## src/rtl/ddac_pkg.sv

```systemverilog
package ddac_pkg;

   localparam int unsigned ADDR_W   = 3;
   localparam int unsigned CHAN_CNT = 2;

   // Low two address bits: nibble slot or transfer request.
   typedef enum logic [1:0] {
      SLOT_LOW  = 2'd0,
      SLOT_MID  = 2'd1,
      SLOT_HIGH = 2'd2,
      SLOT_XFER = 2'd3
   } slot_e;

endpackage

```

## src/rtl/ddac_strobe_sync.sv

```systemverilog
module ddac_strobe_sync #(
   parameter int unsigned       WIDTH  = 1,
   parameter int unsigned       STAGES = 2,
   parameter logic [WIDTH-1:0]  IDLE   = '0
) (
   input  logic             clk,
   input  logic             rst_n,
   input  logic [WIDTH-1:0] d,
   output logic [WIDTH-1:0] q
);

   generate
      if (STAGES < 2) begin : g_bad_stages
         $error("ddac_strobe_sync: STAGES must be at least 2");
      end
      if (WIDTH < 1) begin : g_bad_width
         $error("ddac_strobe_sync: WIDTH must be at least 1");
      end
   endgenerate

   logic [STAGES-1:0][WIDTH-1:0] pipe_q;

   always_ff @(posedge clk or negedge rst_n) begin
      if (!rst_n) begin
         pipe_q <= {STAGES{IDLE}};
      end else begin
         pipe_q <= {pipe_q[STAGES-2:0], d};
      end
   end

   assign q = pipe_q[STAGES-1];

endmodule

```

## src/rtl/ddac_bus_decode.sv

```systemverilog
module ddac_bus_decode #(
   parameter int unsigned NIB_W    = 4,
   parameter int unsigned NIB_CNT  = 3,
   parameter int unsigned CHAN_CNT = ddac_pkg::CHAN_CNT,
   parameter int unsigned ADDR_W   = ddac_pkg::ADDR_W
) (
   input  logic                clk,
   input  logic                rst_n,
   input  logic                s_wr_n,
   input  logic                s_cs_n,
   input  logic                s_upd_n,
   input  logic                s_clr,
   input  logic [ADDR_W-1:0]   s_addr,
   input  logic [NIB_W-1:0]    s_data,
   output logic                ev_fire,
   output logic                ev_cs_n,
   output logic                ev_upd_n,
   output logic [1:0]          nib_slot,
   output logic [NIB_W-1:0]    nib_data,
   output logic [CHAN_CNT-1:0] nib_we,
   output logic [CHAN_CNT-1:0] xfer,
   output logic                upd_all
);

   generate
      if (ADDR_W != 3) begin : g_bad_addr
         $error("ddac_bus_decode: address must be 3 bits (channel + slot)");
      end
      if (CHAN_CNT != 2) begin : g_bad_chan
         $error("ddac_bus_decode: exactly two channels are decoded");
      end
   endgenerate

   logic              wr_prev_q;
   logic              cap_cs_n_q;
   logic              cap_upd_n_q;
   logic [ADDR_W-1:0] cap_addr_q;
   logic [NIB_W-1:0]  cap_data_q;

   // Hold the bus while the synchronized write is low; act on its rise.
   always_ff @(posedge clk or negedge rst_n) begin
      if (!rst_n) begin
         wr_prev_q   <= 1'b1;
         cap_cs_n_q  <= 1'b1;
         cap_upd_n_q <= 1'b1;
         cap_addr_q  <= '0;
         cap_data_q  <= '0;
      end else begin
         wr_prev_q <= s_wr_n;
         if (!s_wr_n) begin
            cap_cs_n_q  <= s_cs_n;
            cap_upd_n_q <= s_upd_n;
            cap_addr_q  <= s_addr;
            cap_data_q  <= s_data;
         end
      end
   end

   logic slot_is_xfer;
   logic slot_in_range;

   assign ev_fire       = s_wr_n & ~wr_prev_q & ~s_clr;
   assign ev_cs_n       = cap_cs_n_q;
   assign ev_upd_n      = cap_upd_n_q;
   assign nib_slot      = cap_addr_q[1:0];
   assign nib_data      = cap_data_q;
   assign slot_is_xfer  = (cap_addr_q[1:0] == ddac_pkg::SLOT_XFER);
   assign slot_in_range = (cap_addr_q[1:0] < 2'(NIB_CNT));
   assign upd_all       = ev_fire & ~cap_upd_n_q;

   generate
      for (genvar ch = 0; ch < CHAN_CNT; ch++) begin : g_chan_dec
         logic chan_hit;
         assign chan_hit   = ev_fire & ~cap_cs_n_q & (cap_addr_q[ADDR_W-1] == 1'(ch));
         assign nib_we[ch] = chan_hit & ~slot_is_xfer & slot_in_range;
         assign xfer[ch]   = chan_hit & slot_is_xfer;
      end
   endgenerate

endmodule

```

## src/rtl/ddac_channel_regs.sv

```systemverilog
module ddac_channel_regs #(
   parameter  int unsigned NIB_W   = 4,
   parameter  int unsigned NIB_CNT = 3,
   localparam int unsigned CODE_W  = NIB_W * NIB_CNT
) (
   input  logic              clk,
   input  logic              rst_n,
   input  logic              clr,
   input  logic              nib_we,
   input  logic [1:0]        nib_slot,
   input  logic [NIB_W-1:0]  nib_data,
   input  logic              xfer,
   input  logic              upd,
   output logic [CODE_W-1:0] in_word,
   output logic [CODE_W-1:0] dac_word
);

   generate
      if (NIB_CNT < 1 || NIB_CNT > 3) begin : g_bad_cnt
         $error("ddac_channel_regs: NIB_CNT must be 1..3 (slot 3 is the transfer code)");
      end
   endgenerate

   logic [NIB_CNT-1:0][NIB_W-1:0] in_q;
   logic [NIB_CNT-1:0][NIB_W-1:0] in_nx;
   logic [CODE_W-1:0]             dac_q;

   generate
      for (genvar n = 0; n < NIB_CNT; n++) begin : g_nib
         assign in_nx[n] = (nib_we && nib_slot == 2'(n)) ? nib_data : in_q[n];
      end
   endgenerate

   // A transfer or update sees the nibble written by the same event.
   always_ff @(posedge clk or negedge rst_n) begin
      if (!rst_n) begin
         in_q  <= '0;
         dac_q <= '0;
      end else if (clr) begin
         in_q  <= '0;
         dac_q <= '0;
      end else begin
         in_q <= in_nx;
         if (xfer || upd) begin
            dac_q <= in_nx;
         end
      end
   end

   assign in_word  = in_q;
   assign dac_word = dac_q;

endmodule

```

## src/rtl/dual_dac_nibble_front.sv

```systemverilog
module dual_dac_nibble_front #(
   parameter  int unsigned NIB_W       = 4,
   parameter  int unsigned NIB_CNT     = 3,
   parameter  int unsigned SYNC_STAGES = 2,
   localparam int unsigned CODE_W      = NIB_W * NIB_CNT
) (
   input  logic                        clk,
   input  logic                        rst_n,
   input  logic [NIB_W-1:0]            bus_data,
   input  logic [ddac_pkg::ADDR_W-1:0] bus_addr,
   input  logic                        cs_n,
   input  logic                        wr_n,
   input  logic                        upd_n,
   input  logic                        clr,
   output logic [CODE_W-1:0]           dac_a,
   output logic [CODE_W-1:0]           dac_b
);

   localparam int unsigned ADDR_W   = ddac_pkg::ADDR_W;
   localparam int unsigned CHAN_CNT = ddac_pkg::CHAN_CNT;
   localparam int unsigned SYNC_W   = 4 + ADDR_W + NIB_W;
   localparam logic [SYNC_W-1:0] SYNC_IDLE = {3'b111, 1'b0, {(ADDR_W + NIB_W){1'b0}}};

   logic [SYNC_W-1:0] raw_bus;
   logic [SYNC_W-1:0] sync_bus;

   assign raw_bus = {wr_n, cs_n, upd_n, clr, bus_addr, bus_data};

   ddac_strobe_sync #(
      .WIDTH  (SYNC_W),
      .STAGES (SYNC_STAGES),
      .IDLE   (SYNC_IDLE)
   ) sync_i (
      .clk   (clk),
      .rst_n (rst_n),
      .d     (raw_bus),
      .q     (sync_bus)
   );

   logic              s_wr_n;
   logic              s_cs_n;
   logic              s_upd_n;
   logic              s_clr;
   logic [ADDR_W-1:0] s_addr;
   logic [NIB_W-1:0]  s_data;

   assign {s_wr_n, s_cs_n, s_upd_n, s_clr, s_addr, s_data} = sync_bus;

   logic                ev_fire;
   logic                ev_cs_n;
   logic                ev_upd_n;
   logic [1:0]          nib_slot;
   logic [NIB_W-1:0]    nib_data;
   logic [CHAN_CNT-1:0] nib_we;
   logic [CHAN_CNT-1:0] xfer;
   logic                upd_all;

   ddac_bus_decode #(
      .NIB_W    (NIB_W),
      .NIB_CNT  (NIB_CNT),
      .CHAN_CNT (CHAN_CNT),
      .ADDR_W   (ADDR_W)
   ) dec_i (
      .clk      (clk),
      .rst_n    (rst_n),
      .s_wr_n   (s_wr_n),
      .s_cs_n   (s_cs_n),
      .s_upd_n  (s_upd_n),
      .s_clr    (s_clr),
      .s_addr   (s_addr),
      .s_data   (s_data),
      .ev_fire  (ev_fire),
      .ev_cs_n  (ev_cs_n),
      .ev_upd_n (ev_upd_n),
      .nib_slot (nib_slot),
      .nib_data (nib_data),
      .nib_we   (nib_we),
      .xfer     (xfer),
      .upd_all  (upd_all)
   );

   logic [CHAN_CNT-1:0][CODE_W-1:0] in_v;
   logic [CHAN_CNT-1:0][CODE_W-1:0] dac_v;

   generate
      for (genvar ch = 0; ch < CHAN_CNT; ch++) begin : g_chan
         ddac_channel_regs #(
            .NIB_W   (NIB_W),
            .NIB_CNT (NIB_CNT)
         ) regs_i (
            .clk      (clk),
            .rst_n    (rst_n),
            .clr      (s_clr),
            .nib_we   (nib_we[ch]),
            .nib_slot (nib_slot),
            .nib_data (nib_data),
            .xfer     (xfer[ch]),
            .upd      (upd_all),
            .in_word  (in_v[ch]),
            .dac_word (dac_v[ch])
         );
      end
   endgenerate

   assign dac_a = dac_v[0];
   assign dac_b = dac_v[1];

endmodule

```

## config.mk

```make
export PLATFORM = sky130hd
export DESIGN_NAME = dual_dac_nibble_front
export DESIGN_NICKNAME = d
export VERILOG_FILES = /design/src/rtl/ddac_pkg.sv /design/src/rtl/ddac_strobe_sync.sv /design/src/rtl/ddac_bus_decode.sv /design/src/rtl/ddac_channel_regs.sv /design/src/rtl/dual_dac_nibble_front.sv
export SDC_FILE = /design/constraint.sdc
export NUM_CORES = 1
export LEC_CHECK = 0
export ABC_AREA = 1
export BUFFER_PORTS_ARGS = -buffer_cell sky130_fd_sc_hd__buf_2
export CAP_MARGIN = 20
export CORE_UTILIZATION = 45
export CTS_CLUSTER_DIAMETER = 120
export DETAILED_ROUTE_END_ITERATION = 10
export HOLD_SLACK_MARGIN = 0.06
export REMOVE_ABC_BUFFERS = 1
export SYNTH_ARGS = -nofsm -noshare
export SYNTH_HDL_FRONTEND = slang
export SYNTH_SLANG_ARGS = --single-unit
```

## constraint.sdc

```tcl
create_clock -name clk -period 2 [get_ports clk]
set_input_delay 0.2 -clock clk [delete_from_list [all_inputs] [get_ports clk]]
set_output_delay 0.2 -clock clk [all_outputs]
set_load 0.02 [all_outputs]
```

==> run_results.csv, run 1 <==
group,metric,value,unit
sta,fmax,586.9,MHz
critical_path,start_kind,"flip-flop",
critical_path,worst_ep_arrival_time,1.94,ns
sta,setup_viol,0,
critical_path,path_delay_family,"simple AND/OR/NAND/NOR gates",
power_and_ir_drop,leakagePower,1.975,nW
grt,gr-usage-all-layers,17.89,%
power_and_ir_drop,power,0.003052,W
power_and_ir_drop,ir_drop,504.6,µV
sta,tightest_slew,0.4602,ns
critical_path,cp.buffers_inverters,2,
finish,stdcell_area,3697,µm²
floorplanning,rows,30,
finish,drive_above_1_share,22.58,%
routing,drt-initial-drc-count,133,
clocking,cts_buffers,9,
routing,drt-vias-per-instance,5.027,
sta,relSlewSlack,69.32,%
synthesis,synth.avg_cell_area,9.845,µm²
placed_design,hpwl,3.769,mm
routing,drc,0,
placed_design,place_area,3388,µm²
routing,drtPass1Iterations,4,
sta,fin_crit_sh,85.19,%
flow_run,maxCapViolCount,0,
synthesis,syn_inst,319,
sta,slew_viol_final,0,
clocking,clockBufferDepth,2,
critical_path,cp_data_required_time,2.24,ns
finish,multi_input_area,967.2,µm²
routing,route.vias.total,2272,
synthesis,netlist_area,3141,µm²
min_path,hold_path.class,"in -> async",
grt,grt-ovfl-total,0,
placed_design,portBuffers,36,
sta,hold_viol,0,
finish,diodes,0,
floorplanning,ios,37,
sta,fin_crit,1.704,ns
clocking,clk_pin_slew,0.08,ns
critical_path,end_kind,"flip-flop",
floorplanning,dieWidth,85.54,µm
synthesis,ys_ff_latch,80,
placed_design,pre_cts_ws,0.2969,ns
critical_path,cp_slowest_cell,"dfrtp_1",
grt,antenna_found_initial,0,
routing,ant_nets,0,
finish,final_cell_mix,"103 x nand2_1, 71 x dfrtp_1, 35 x buf_2",
floorplanning,die-area,7317,µm²
sta,setup_slack,0.2962,ns
clocking,clockRootBuffer,"clkbuf_8",
finish,synthToLayoutAreaGrowth,17.73,%
synthesis,ys_seq_area_share,64.10,%
routing,wire_per_inst,13.04,µm
synthesis,ys_types,20,
critical_path,critical_path_class,"reg -> reg",
placed_design,gp_congestion,0.7562,
finish,seq_area,2013,µm²
grt,grt_pass1_wl,9.839,mm
clocking,cts_tree,"done",
sta,rsz0062_at_grt,"false",
critical_path,slowest_delay,0.39,ns
critical_path,path_max_fanout,30,
finish,final_nets,380,
floorplanning,core-area,6756,µm²
floorplanning,initial_core_util,46.48,%
clocking,htreeDepth,3,
sta,finClkSkew,0.01204,ns
critical_path,cp_common_cell,"nand2_1",
clocking,cts.sinks,80,
critical_path,worstPathCellList,"inv_2, nand2_1, nor2_4, buf_4, nand3_2, nand2_1, nand2_1, nand3_1, nand2_1",
floorplanning,dieHeight,85.54,µm
finish,fillers,609,
clocking,clk_latency,0.35,ns
finish,final_common_cell,"nand2_1",
routing,drt_wl_total,5.892,mm
power_and_ir_drop,p_per_area,825.3,nW/µm²
grt,grt_max_degree,47,
grt,grt_pass1_vias,2081,
synthesis,ys_warn_count,0,
status,status,"finished, final reports clean",
[final cells by class]
class                      instances  area share [%]
sequential                        80           54.45
multi-input combinational        203           26.16
timing repair buffer              53           9.543
clock buffer                      11           3.553
tap                               80           2.707
inverter                          20           2.030
clock inverter                     5           1.557
[cell families after synthesis]
group / count (synthesis) / synth area share [%]
and+or+nand+nor: 176 / 26.49
AOI/OAI and AO/OA: 27 / 4.303
buffers and inverters: 36 / 5.099
DFF: 80 / 64.10
[sequential cells by signal, indices dropped and copies added, names as in the netlist]
register and flops:
dec_i.wr_prev_q 1, dec_i.ev_cs_n 1, dec_i.cap_addr_q 3, dec_i.nib_data 4, sync_i.q 11, g_chan.regs_i.dac_word 24
sync_i.pipe_q 11, g_chan.regs_i.in_word 24, dec_i.ev_upd_n 1
[per-stage QoR]
| stage | cells | TNS, ns | utilization [%] | hold slack, ns |
|---|---|---|---|---|
| floorplan | 303 | -1.736 | - | -0.09559 |
| global placement | 424 | 0 | 50.15 | 0.1859 |
| detailed placement | 424 | 0 | 50.15 | 0.1917 |
| CTS | 452 | 0 | 54.72 | 0.3464 |
| global route | 452 | 0 | 54.72 | 0.3607 |
| finish | 452 | 0 | 54.72 | 0.3412 |
[cell usage after synthesis]
cell type / instances / share of area [%]
nor2_1: 5 / 0.60
inv_2: 6 / 0.72
nand3_2: 6 / 1.9
nor2_4: 1 / 0.36
and3_1: 4 / 0.80
o21ai_0: 7 / 1.1
nand2_2: 3 / 0.60
nand3_1: 21 / 3.3
buf_1: 1 / 0.12
buf_2: 5 / 0.80
buf_4: 3 / 0.72
a21oi_1: 20 / 3.2
buf_6: 1 / 0.36
inv_1: 14 / 1.7
dfrtp_1: 71 / 57
nand2_1: 103 / 12
nand4_1: 29 / 5.8
dfstp_2: 9 / 7.5
clkbuf_1: 6 / 0.72
nor2_2: 4 / 0.80
[timing repair]
| action | CTS | global route |
|---|---|---|
| hold buffers | 12 | 0 |
| gates resized for setup | 0 | 0 |
| buffers inserted | 0 | 0 |
| endpoints found under the hold margin | 45 | 0 |
[metal layers]
layer  vias to the layer above  part of all wire (%)  GRT usage [%]
met5                         -                     0              0
met4                         0                   2.8          11.52
met3                        12                   2.8          3.561
met2                        46                    45          26.84
met1                      1066                    49          23.94
li1                       1148                     -              -
[worst reg2reg max path: cells and delay by family (launching register included)]
kind / cells / cell delay, ns
simple gates: 7 / 0.70
buf+inv: 2 / 0.51
flops: 1 / 0.39
[report_power, final]
part           switching, W  internal, W
logic              0.000149    0.0000582
registers         0.0000344      0.00167
clock network      0.000565     0.000575
total              0.000749      0.00230
[worst paths after layout]
kind                                                  from  slack [ns]  depth (start not counted)                                       end
max in group asynchronous                            rst_n        1.01                          3                 dec_i.wr_prev_q$_DFF_PN1_
worst max register to register       sync_i.q[7]$_DFF_PN0_        0.30                          9  g_chan[1].regs_i.dac_word[3]$_DFFE_PN0P_
worst min register to register  sync_i.pipe_q[6]$_DFF_PN0_        0.35                          0                     sync_i.q[6]$_DFF_PN0_
worst max-delay path                 sync_i.q[7]$_DFF_PN0_        0.30                          9  g_chan[1].regs_i.dac_word[3]$_DFFE_PN0P_
min in group clk                sync_i.pipe_q[6]$_DFF_PN0_        0.35                          0                     sync_i.q[6]$_DFF_PN0_
worst min-delay path                                 rst_n        0.34                          2  g_chan[1].regs_i.dac_word[4]$_DFFE_PN0P_
Note: power is estimated with default switching activity, not from simulation.
==> inputs of run 2 (changes only) <==
- RECOVER_POWER: not set -> 25
==> run_results.csv, run 2 (synthesized netlist as in run 1, its figures left out) <==
group,metric,value,unit
clocking,clockRootBuffer,"clkbuf_8",
finish,finalNonFillerCells,452,
finish,drive_above_1_share,22.31,%
routing,drt-initial-drc-count,133,
finish,fillers,610,
critical_path,critical_path_class,"reg -> reg",
grt,grt_max_degree,47,
sta,setup_tns,0,ns
clocking,cts.sinks,80,
clocking,clk_pin_slew,0.08,ns
grt,grt_pass1_wl,9.839,mm
placed_design,gp_congestion,0.7562,
placed_design,hpwl,3.769,mm
finish,multi_input_area,967.2,µm²
floorplanning,rows,30,
power_and_ir_drop,p_per_area,825.6,nW/µm²
min_path,hold_path.class,"reg -> reg",
grt,gr-usage-all-layers,17.89,%
sta,fin_crit,1.725,ns
clocking,cts_tree,"done",
routing,drtPass1Iterations,4,
power_and_ir_drop,leakagePower,1.973,nW
sta,finClkSkew,0.01204,ns
critical_path,worst_ep_arrival_time,1.96,ns
flow_run,maxCapViolCount,0,
routing,route.vias.total,2279,
clocking,ctsResizeCount,0,
finish,final_common_cell,"nand2_1",
critical_path,end_kind,"flip-flop",
placed_design,place_inst,424,
power_and_ir_drop,power,0.003051,W
sta,rsz0062_at_grt,"false",
clocking,cts_buffers,9,
finish,synthToLayoutAreaGrowth,17.65,%
routing,ant_nets,0,
finish,seq_area,2013,µm²
clocking,clk_latency,0.35,ns
grt,grt_most_used_layer,"met2",
clocking,htreeDepth,3,
routing,drt_wl_total,5.907,mm
placed_design,portBuffers,36,
clocking,clockBufferDepth,2,
sta,hold_ws,0.3513,ns
status,status,"finished, final reports clean",
power_and_ir_drop,ir_drop,504.5,µV
finish,final_nets,380,
routing,wire_per_inst,13.07,µm
grt,antenna_found_initial,0,
grt,use_met3,3.561,%
routing,drt-vias-per-instance,5.042,
sta,relSlewSlack,40.53,%
critical_path,path_max_fanout,15,
grt,grt_use_met1,23.94,%
critical_path,start_kind,"flip-flop",
routing,drc,0,
sta,fin_crit_sh,86.24,%
grt,grt-ovfl-total,0,
finish,diodes,0,
grt,use_met2,26.84,%
sta,tightest_slew,0.8920,ns
critical_path,cp_data_required_time,2.24,ns
clocking,cts_setup_buffers,0,
sta,hold_viol,0,
sta,slew_viol_final,0,
floorplanning,dieWidth,85.54,µm
floorplanning,initial_core_util,46.48,%
sta,setup_viol,0,
grt,grt_pass1_vias,2081,
floorplanning,die-area,7317,µm²
floorplanning,ios,37,
floorplanning,dieHeight,85.54,µm
floorplanning,core-area,6756,µm²
finish,final_cell_mix,"103 x nand2_1, 71 x dfrtp_1, 35 x buf_2",
finish,final_core_util,54.69,%
sta,fmax,579.8,MHz
-- run 2: changes by cell type in the layout (fill, tap and decap cells not counted) --
cell      delta
buf_4        -1
dfstp_1      +1
dfstp_2      -1
clkbuf_2     +1
-- run 2: metrics by stage --
step | cell area, µm² | setup slack (ns)
6_report | 3695 | 0.2752
5_1_grt | 3695 | 0.09928
4_1_cts | 3697 | 0.2794
3_5_place_dp | 3388 | 0.2969
3_3_place_gp | 3388 | 0.3148
2_1_floorplan | 3055 | -0.1446
-- run 2: layout make-up --
cell class,instances,area share [%]
flip-flops and latches,80,54.49
multi-input cells,203,26.18
repair buffers,53,9.482
clock buffers,11,3.556
well taps,80,2.709
inverters,20,2.032
clock inverters,5,1.558
-- run 2: repair_timing --
item | 4_1_cts | 5_1_grt
setup endpoints to repair | 0 | 0
hold endpoints to repair | 45 | 0
hold buffers | 12 | 0
-- run 2: where the power goes --
part	switching, W	internal [W]
sequential	0.0000345	0.00167
clock	0.000565	0.000575
combinational	0.000149	0.0000575
total	0.000749	0.00230
-- run 2: worst max-delay path: stages, from the launching register on --
cell and delay [ns]:
dfstp_1 0.61, inv_2 0.14, nor2_2 0.13, nand2_1 0.06
nand2_1 0.07, inv_2 0.05, nand2_2 0.24, inv_2 0.18
nand2_1 0.09, nand2_1 0.06
-- run 2: per-layer routing --
layer,vias to the layer above,part of all wire (%)
li1,1148,-
met4,0,2.8
met2,45,45
met5,-,0
met1,1074,49
met3,12,2.8
-- run 2: final timing paths --
check                                                start                                        to  slack (ns)  cells past startpoint
worst max register to register      sync_i.q[10]$_DFF_PN1_  g_chan[0].regs_i.dac_word[3]$_DFFE_PN0P_        0.28                      9
worst max-delay path                sync_i.q[10]$_DFF_PN1_  g_chan[0].regs_i.dac_word[3]$_DFFE_PN0P_        0.28                      9
worst min-delay path            sync_i.pipe_q[6]$_DFF_PN0_                     sync_i.q[6]$_DFF_PN0_        0.35                      0
max in group asynchronous                            rst_n                 dec_i.wr_prev_q$_DFF_PN1_        0.70                      3
min in group asynchronous                            rst_n  g_chan[1].regs_i.dac_word[4]$_DFFE_PN0P_        0.51                      2
worst min register to register  sync_i.pipe_q[6]$_DFF_PN0_                     sync_i.q[6]$_DFF_PN0_        0.35                      0
==> inputs of run 3 (changes only) <==
- CTS_BUF_LIST: not set -> sky130_fd_sc_hd__clkbuf_8 sky130_fd_sc_hd__clkbuf_16
==> run_results.csv, run 3 (synthesized netlist as in run 1, its figures left out) <==
group,metric,value,unit
status,status,"finished, final reports clean",
power_and_ir_drop,p_per_area,823.1,nW/µm²
placed_design,hpwl,3.769,mm
critical_path,start_kind,"flip-flop",
floorplanning,die-area,7317,µm²
floorplanning,dieHeight,85.54,µm
clocking,cts_tree,"done",
routing,drt_wl_total,5.900,mm
routing,route.vias.total,2274,
grt,antenna_found_initial,0,
finish,final_nets,380,
floorplanning,rows,30,
power_and_ir_drop,leakagePower,1.982,nW
routing,drt-vias-per-instance,5.031,
sta,setup_tns,0,ns
placed_design,pre_cts_ws,0.2969,ns
sta,tightest_slew,0.8920,ns
critical_path,worstPathCellList,"inv_2, nor2_2, nand2_1, nand2_1, inv_2, nand2_2, inv_2, nand2_1, nand2_1",
grt,grt-ovfl-total,0,
clocking,clk_latency,0.35,ns
sta,slew_viol_final,0,
sta,fin_crit,1.725,ns
clocking,cts.sinks,80,
sta,setup_slack,0.2748,ns
routing,drtPass1Iterations,4,
critical_path,cp_slowest_cell,"dfstp_1",
clocking,cts_buffers,9,
sta,fin_crit_sh,86.26,%
placed_design,gp_congestion,0.7562,
finish,final_common_cell,"nand2_1",
finish,finalNonFillerCells,452,
finish,diodes,0,
critical_path,slowest_delay,0.61,ns
clocking,clk_pin_slew,0.08,ns
sta,setup_viol,0,
floorplanning,core-area,6756,µm²
grt,gr-usage-all-layers,17.89,%
critical_path,critical_path_class,"reg -> reg",
floorplanning,dieWidth,85.54,µm
finish,final_cell_mix,"103 x nand2_1, 71 x dfrtp_1, 35 x buf_2",
grt,grt_pass1_wl,9.839,mm
floorplanning,initial_core_util,46.48,%
critical_path,cp_data_required_time,2.24,ns
clocking,htreeDepth,3,
flow_run,maxCapViolCount,0,
min_path,hold_path.class,"reg -> reg",
floorplanning,ios,37,
sta,rsz0062_at_grt,"false",
finish,synthToLayoutAreaGrowth,17.65,%
routing,wire_per_inst,13.05,µm
power_and_ir_drop,ir_drop,491.0,µV
placed_design,portBuffers,36,
critical_path,path_max_fanout,15,
grt,grt_max_degree,47,
grt,grt_pass1_vias,2081,
clocking,clockRootBuffer,"clkbuf_8",
critical_path,cp_common_cell,"nand2_1",
critical_path,worst_ep_arrival_time,1.97,ns
critical_path,end_kind,"flip-flop",
sta,hold_viol,0,
routing,drt-initial-drc-count,134,
routing,drc,0,
clocking,clockBufferDepth,2,
finish,drive_above_1_share,22.31,%
sta,fmax,579.6,MHz
sta,finClkSkew,0.01234,ns
routing,ant_nets,0,
clocking,cts_setup_buffers,0,
placed_design,place_inst,424,
sta,relSlewSlack,40.53,%
run 3: metal layers:
metal  global-route usage, %  routed length (µm)  vias up
met2                   26.84                2663       43
met1                   23.94                2916     1071
li1                        -                   -     1148
met5                       0                   0        -
met4                   11.52                 163        0
met3                   3.561                 157       12
run 3: area by class of cell:
class | count | area, µm²
timing repair buffer | 53 | 350.3
fill | 610 | 3062
sequential | 80 | 2013
tap | 80 | 100.1
inverter | 20 | 75.07
clock buffer | 9 | 123.9
multi-input combinational | 203 | 967.2
clock inverter | 7 | 65.06
run 3: path summary, 6_finish.rpt:
check | from | endpoint | slack, ns | cells after the start
worst max-delay path | sync_i.q[10]$_DFF_PN1_ | g_chan[0].regs_i.dac_word[3]$_DFFE_PN0P_ | 0.27 | 9
worst min-delay path | sync_i.pipe_q[6]$_DFF_PN0_ | sync_i.q[6]$_DFF_PN0_ | 0.35 | 0
worst max register to register | sync_i.q[10]$_DFF_PN1_ | g_chan[0].regs_i.dac_word[3]$_DFFE_PN0P_ | 0.27 | 9
worst min register to register | sync_i.pipe_q[6]$_DFF_PN0_ | sync_i.q[6]$_DFF_PN0_ | 0.35 | 0
max in group asynchronous | rst_n | dec_i.wr_prev_q$_DFF_PN1_ | 0.70 | 3
min in group asynchronous | rst_n | g_chan[1].regs_i.dac_word[4]$_DFFE_PN0P_ | 0.51 | 2
run 3: timing repair:
action | in CTS | in global routing
gates resized for setup | 0 | 0
setup endpoints to repair | 0 | 0
hold buffers | 12 | 0
hold endpoints to repair | 45 | 0
run 3: report_power, final:
part | leakage [nW] | internal [W] | total (W) | switching (W)
registers | 1.04 | 0.00167 | 0.00170 | 0.0000344
logic | 0.852 | 0.0000575 | 0.000207 | 0.000149
clock network | 0.0938 | 0.000565 | 0.00113 | 0.000566
total | 1.98 | 0.00229 | 0.00304 | 0.000750
run 3: metrics by stage:
step | hold WS (ns) | area, µm² | utilization, % | total power [W]
after global placement | 0.1859 | 3388 | 50.15 | 0.001922
final | 0.3513 | 3695 | 54.69 | 0.003041
after detailed placement | 0.1917 | 3388 | 50.15 | 0.001929
after global routing | 0.3608 | 3695 | 54.69 | 0.003172
after floorplan | -0.09559 | 3055 | - | 0.001825
after CTS | 0.3459 | 3697 | 54.72 | 0.003084
run 3: critical path, delay by kind of cell (launching register included):
| kind | cells | cell delay [ns] |
|---|---|---|
| AND/OR/NAND/NOR | 6 | 0.65 |
| flip-flops | 1 | 0.61 |
| buffers and inverters | 3 | 0.37 |
